### src/rtl/pfd_pkg.sv
package pfd_pkg;
  typedef struct packed {
    logic up;
    logic dn;
  } pd_pair_t;
endpackage

### src/rtl/pfd_edge_det.sv
module pfd_edge_det #(
  parameter bit REG_OUT = 1'b0
) (
  input  logic clk,
  input  logic rst_n,
  input  logic sig,
  output logic rise
);
  logic prev_q;
  logic rise_w;

  always_ff @(posedge clk or negedge rst_n) begin
    if (!rst_n) prev_q <= 1'b0;
    else        prev_q <= sig;
  end

  assign rise_w = sig & ~prev_q;

  generate
    if (REG_OUT) begin : g_reg
      logic rise_q;
      always_ff @(posedge clk or negedge rst_n) begin
        if (!rst_n) rise_q <= 1'b0;
        else        rise_q <= rise_w;
      end
      assign rise = rise_q;
    end else begin : g_comb
      assign rise = rise_w;
    end
  endgenerate
endmodule

### src/rtl/pfd_ref_div.sv
module pfd_ref_div #(
  parameter int DIV_W = 6
) (
  input  logic             clk,
  input  logic             rst_n,
  input  logic             edge_in,
  input  logic [DIV_W-1:0] div_val,
  output logic             tick
);
  logic [DIV_W-1:0] cnt_q;
  logic             tick_q;

  always_ff @(posedge clk or negedge rst_n) begin
    if (!rst_n) begin
      cnt_q  <= '0;
      tick_q <= 1'b0;
    end else begin
      tick_q <= 1'b0;
      if (edge_in) begin
        if (cnt_q >= div_val) begin
          cnt_q  <= '0;
          tick_q <= 1'b1;
        end else begin
          cnt_q <= cnt_q + 1'b1;
        end
      end
    end
  end

  assign tick = tick_q;


  tick_wrap_chk: assert property (@(posedge clk) disable iff (!rst_n)
    tick_q |-> (cnt_q == '0));
endmodule

### src/rtl/pfd_core.sv
module pfd_core
  import pfd_pkg::*;
(
  input  logic     clk,
  input  logic     rst_n,
  input  logic     tick_ref,
  input  logic     tick_fb,
  output pd_pair_t pd
);
  logic up_q, dn_q;
  logic up_nx, dn_nx;

  always_comb begin
    up_nx = up_q | tick_ref;
    dn_nx = dn_q | tick_fb;
    if (up_nx && dn_nx) begin
      up_nx = 1'b0;
      dn_nx = 1'b0;
    end
  end

  always_ff @(posedge clk or negedge rst_n) begin
    if (!rst_n) begin
      up_q <= 1'b0;
      dn_q <= 1'b0;
    end else begin
      up_q <= up_nx;
      dn_q <= dn_nx;
    end
  end

  assign pd.up = up_q;
  assign pd.dn = dn_q;


  no_overlap_chk: assert property (@(posedge clk) disable iff (!rst_n)
    !(up_q && dn_q));

  up_start_chk: assert property (@(posedge clk) disable iff (!rst_n)
    (tick_ref && !tick_fb && !dn_q) |=> up_q);

  dn_start_chk: assert property (@(posedge clk) disable iff (!rst_n)
    (tick_fb && !tick_ref && !up_q) |=> dn_q);

  coincide_chk: assert property (@(posedge clk) disable iff (!rst_n)
    (tick_fb && tick_ref && !up_q && !dn_q) |=> (!up_q && !dn_q));
endmodule

### src/rtl/pfd_lock_filt.sv
module pfd_lock_filt #(
  parameter int LCK_W = 8
) (
  input  logic             clk,
  input  logic             rst_n,
  input  logic             act,
  input  logic             tick,
  input  logic [LCK_W-1:0] thresh,
  output logic             lock
);
  localparam logic [LCK_W-1:0] CNT_MAX = {LCK_W{1'b1}};

  logic             act_d;
  logic             long_w;
  logic [LCK_W-1:0] good_q;
  logic             lock_q;

  assign long_w = act & act_d;

  always_ff @(posedge clk or negedge rst_n) begin
    if (!rst_n) begin
      act_d  <= 1'b0;
      good_q <= '0;
      lock_q <= 1'b0;
    end else begin
      act_d <= act;
      if (long_w) begin
        good_q <= '0;
        lock_q <= 1'b0;
      end else begin
        if (tick && good_q != CNT_MAX) good_q <= good_q + 1'b1;
        lock_q <= (good_q >= thresh);
      end
    end
  end

  assign lock = lock_q;


  long_drop_chk: assert property (@(posedge clk) disable iff (!rst_n)
    long_w |=> (!lock_q && good_q == '0));
endmodule

### src/rtl/pfd_lock_top.sv
module pfd_lock_top
  import pfd_pkg::*;
#(
  parameter int DIV_W = 6,
  parameter int LCK_W = 8
) (
  input  logic             clk,
  input  logic             rst_n,
  input  logic             ref_in,
  input  logic             fb_in,
  input  logic [DIV_W-1:0] ref_div_val,
  input  logic [LCK_W-1:0] lock_cycles,
  input  logic             mon_ref_en,
  input  logic             mon_fb_en,
  output logic             pd_up_n,
  output logic             pd_dn_n,
  output logic             act,
  output logic             lock,
  output logic             ref_mon,
  output logic             fb_mon
);
  logic     ref_edge;
  logic     ref_tick;
  logic     fb_tick;
  pd_pair_t pd;

  pfd_edge_det #(.REG_OUT(1'b0)) ref_edge_i (
    .clk(clk), .rst_n(rst_n), .sig(ref_in), .rise(ref_edge));

  pfd_edge_det #(.REG_OUT(1'b1)) fb_edge_i (
    .clk(clk), .rst_n(rst_n), .sig(fb_in), .rise(fb_tick));

  pfd_ref_div #(.DIV_W(DIV_W)) div_i (
    .clk(clk), .rst_n(rst_n), .edge_in(ref_edge),
    .div_val(ref_div_val), .tick(ref_tick));

  pfd_core core_i (
    .clk(clk), .rst_n(rst_n), .tick_ref(ref_tick),
    .tick_fb(fb_tick), .pd(pd));

  assign pd_up_n = ~pd.up;
  assign pd_dn_n = ~pd.dn;
  assign act     = ~(pd_up_n & pd_dn_n);

  pfd_lock_filt #(.LCK_W(LCK_W)) filt_i (
    .clk(clk), .rst_n(rst_n), .act(act), .tick(ref_tick),
    .thresh(lock_cycles), .lock(lock));

  assign ref_mon = ref_tick & mon_ref_en;
  assign fb_mon  = fb_tick & mon_fb_en;


  up_release_chk: assert property (@(posedge clk) disable iff (!rst_n)
    (!pd_up_n && fb_tick) |=> pd_up_n);
endmodule

### config.mk
export PLATFORM = sky130hd
export DESIGN_NAME = pfd_lock_top
export DESIGN_NICKNAME = d
export VERILOG_FILES = /design/src/rtl/pfd_pkg.sv /design/src/rtl/pfd_edge_det.sv /design/src/rtl/pfd_ref_div.sv /design/src/rtl/pfd_core.sv /design/src/rtl/pfd_lock_filt.sv /design/src/rtl/pfd_lock_top.sv
export SDC_FILE = /design/constraint.sdc
export NUM_CORES = 1
export LEC_CHECK = 0
export BUFFER_PORTS_ARGS = -buffer_cell sky130_fd_sc_hd__buf_4
export CAP_MARGIN = 10
export CORE_ASPECT_RATIO = 0.9
export CORE_UTILIZATION = 48
export DETAILED_ROUTE_END_ITERATION = 10
export PLACE_DENSITY = 0.78
export SLEW_MARGIN = 30
export SYNTH_ARGS = -nofsm -noshare
export SYNTH_HDL_FRONTEND = slang
export SYNTH_SLANG_ARGS = --single-unit
### constraint.sdc
create_clock -name clk -period 1.6 [get_ports clk]
set_input_delay 0 -clock clk [delete_from_list [all_inputs] [get_ports clk]]
set_output_delay 0 -clock clk [all_outputs]
set_load 0.05 [all_outputs]
==> results.toml <==
[timing]
drv_slew = 0
setup_viol = 2
tightest_slew_ns = 0.3532
clock_skew_ns = 0.003935
rsz0062_at_grt = "true"
hold_slack_ns = 0.08524
fin_crit_ns = 1.610
max_freq_ghz = 0.6212
hold_violations = 0
fin_crit_sh = 1.006
maxSlewHeadroom = 0.7645
fin_ws_ns = -0.009913

[routing]
top_layer = "met4"
drtIter0Drc = 16
wl_met3_um = 109
post_drt_wl_per_cell_um = 12.30
drt_pass1_iterations = 7
wl_met1_um = 1016
post-route-drc-count = 2
antenna_left = 0
vias_per_cell = 5.297
routed-via-count = 1107
wl_um = 2570
wl_met2_um = 1433

[synthesis]
ys_seq_area_frac = 0.4219
synth_nets = 178
ys_ff_latch = 22
syn_inst = 142
yosysUniqueCellTypes = 28
yosys_warnings = 0
syn_avg_cell_area_sq_um = 9.190
syn_area_sq_mm = 0.001305

[placement]
gp_congestion = 0.7727
dpl-instance-area_sq_mm = 0.001567
portBuffers = 25
dp_hpwl_um = 1878

[clocking]
cts-buffers-inserted = 3
htree_levels = 1
clock_path_buffers = 2
insertion_delay_ns = 0.32
cts_tree = "done"
cts_sinks = 22
clk_pin_slew_worst_paths_ns = 0.13
cts-root-buf = "clkbuf_4"

[setup_path]
startpoint_type = "flip-flop"
critical-path-slowest-cell = "dfrtp_1"
setup.worst_path.class = "reg2reg"
crit_path_max_incr_delay_ns = 0.44
worstRegToRegCells = 6
crit_path_end = "div_i.cnt_q[0]"
regToRegStartpoint = "div_i.cnt_q[1]"
cp-startpoint = "div_i.cnt_q[1]"
cp_data_required_time_ns = 1.85
critPathMaxFanout = 7
arrival_ns = 1.86
end_kind = "flip-flop"
reg2reg_to = "div_i.cnt_q[0]"
cp_cell_sequence = "ha_1 -> a21o_1 -> a31oi_1 -> o21ai_2 -> or3_1 -> o21ai_1"
regToRegSetupSlack_ns = -0.01

[floorplan]
initial_utilization = 0.5199
dieArea_sq_mm = 0.002931
rows = 17
io_pins = 26
fp.dieH_um = 51.47
dieWidth_um = 56.96
core_area_sq_mm = 0.002510

[pwr]
ir_worst_vdd_v = 0.0008469
switchingPower_mw = 0.7812
p_int_mw = 1.337
p_per_area_mw_per_mm2 = 1243
p_leak_nw = 0.9022
p_seq_frac = 0.362
combPwrFrac = 0.434
clkPwrFrac = 0.204
p_total_mw = 2.118
swShare = 0.3689

[cells_and_area]
final_area_sq_mm = 0.001704
finish.utilization = 0.6790
area_growth_syn_to_layout_pct = 30.58
fill_cells = 213
antennaDiodeCount = 0
drive_gt1_frac = 0.2707
nets = 218

[global_route]
grtUsageTotal = 0.2009
grt_max_degree = 23
grt_pass1_wl_um = 4464
antenna_found_initial = 0
grt_pass1_vias = 1130
grt_overflow = 0

[run]
drv_cap = 0

[min_path]
hold_class = "in2async"

[status]
outcome = "complete, but fails checks"
violations = "design-rule violations, negative setup slack"
==> worst min path at each step <==
stage	start	endpoint	slack (ns)	cells past startpoint
after global placement	rst_n	fb_edge_i.prev_q	-0.1	1
after global routing	rst_n	fb_edge_i.rise	0.1	2
after CTS	rst_n	fb_edge_i.rise	0.08	2
final	rst_n	ref_edge_i.prev_q	0.09	2
after detailed placement	rst_n	fb_edge_i.rise	-0.1	1
after floorplan	rst_n	core_i.dn_q	-0.30	0
==> power by group through the flow <==
stage | logic [mW] | registers, mW | clock network [mW]
finish | 0.918 | 0.768 | 0.432
global route | 1.01 | 0.788 | 0.465
CTS | 0.849 | 0.764 | 0.443
detailed placement | 0.817 | 0.776 | 0
global placement | 0.776 | 0.771 | 0
floorplan | 0.529 | 0.780 | 0
==> cell usage after synthesis <==
| cell | n | share of area |
|---|---|---|
| dfrtp_1 | 22 | 0.42 |
| inv_1 | 17 | 0.049 |
| ha_1 | 16 | 0.15 |
| nand2_1 | 14 | 0.040 |
| nor2_1 | 14 | 0.040 |
| a21o_1 | 7 | 0.040 |
| a21oi_1 | 6 | 0.023 |
| o21ai_0 | 6 | 0.023 |
| nand3_1 | 5 | 0.019 |
| and2_1 | 4 | 0.019 |
| nand2b_1 | 3 | 0.014 |
| nand4_1 | 3 | 0.014 |
| nor3_1 | 3 | 0.012 |
| or3_1 | 3 | 0.014 |
| xor2_1 | 3 | 0.020 |
| a211oi_1 | 2 | 0.012 |
| mux2i_1 | 2 | 0.015 |
| xnor2_1 | 2 | 0.013 |
| a31oi_1 | 1 | 0.0048 |
| and2b_1 | 1 | 0.0058 |
| buf_2 | 1 | 0.0038 |
| clkbuf_1 | 1 | 0.0029 |
| nand4_2 | 1 | 0.0096 |
| nor2b_1 | 1 | 0.0048 |
| nor4_1 | 1 | 0.0048 |
| o21a_1 | 1 | 0.0058 |
| o21a_2 | 1 | 0.0067 |
| o21ai_2 | 1 | 0.0067 |
==> sequential cells by signal, indices dropped and copies added (netlist names) <==
| register | flops |
|---|---|
| fb_edge_i.rise | 1 |
| ref_edge_i.prev_q | 1 |
| filt_i.act_d | 1 |
| core_i.dn_q | 1 |
| filt_i.lock | 1 |
| div_i.cnt_q | 6 |
| div_i.tick | 1 |
| fb_edge_i.prev_q | 1 |
| core_i.up_q | 1 |
| filt_i.good_q | 8 |
==> logic make-up after synthesis <==
| family | synth area share |
|---|---|
| flip-flops | 0.4219 |
| adder cells (fa/ha/maj) | 0.1534 |
| multiplexers | 0.01534 |
| AO/OA/AOI/OAI | 0.1218 |
| XOR/XNOR | 0.03356 |
| AND/OR/NAND/NOR | 0.1985 |
| buffers and inverters | 0.05560 |
==> critical path, delay by kind of cell (launching register included) <==
kind | cells | cell delay, ns
AOI/OAI and AO/OA | 4 | 0.59
DFF | 1 | 0.44
and+or+nand+nor | 1 | 0.31
adders and majority gates | 1 | 0.19
==> routing by layer <==
| layer | global-route usage | vias up |
|---|---|---|
| met5 | 0 | - |
| met4 | 0.03659 | 0 |
| met1 | 0.1994 | 527 |
| li1 | - | 556 |
| met3 | 0.05823 | 2 |
| met2 | 0.4118 | 22 |
==> through the flow <==
| stage | TNS [ns] | cells | setup slack, ns |
|---|---|---|---|
| 6_report | -0.01033 | 209 | -0.009913 |
| 5_1_grt | -0.3241 | 209 | -0.09052 |
| 4_1_cts | -0.02101 | 207 | -0.02101 |
| 3_5_place_dp | -0.01593 | 198 | -0.01593 |
| 3_3_place_gp | 0 | 198 | 0.03641 |
| 2_1_floorplan | 0 | 142 | 0.01014 |
==> final cells by class <==
class / instances / area [sq um] / area share
tap: 28 / 35.03 / 0.02056
multi-input combinational: 101 / 709.4 / 0.4163
inverter: 17 / 71.32 / 0.04185
sequential: 22 / 550.5 / 0.3231
timing repair buffer: 37 / 285.3 / 0.1674
clock buffer: 3 / 22.52 / 0.01322
clock inverter: 1 / 30.03 / 0.01762
==> layout by cell type (no fill, tap or decap), types with 4 or more instances in the layout <==
cell type  instances
buf_4             34
and2_1             4
o21ai_0            4
ha_1              15
a21oi_1            4
nor2_1            14
nand2_1           13
a21o_1             7
nand3_1            5
dfrtp_1           22
inv_1             14
==> what timing repair did <==
item / in CTS / in global routing
hold buffers: 3 / 0
setup endpoints to repair: 2 / 5
setup buffers: 2 / 2
endpoints found under the hold margin: 25 / 0
gates resized for setup: 1 / 6
pin swaps: 2 / 2
No activity file was read; power rests on OpenSTA's default activity.
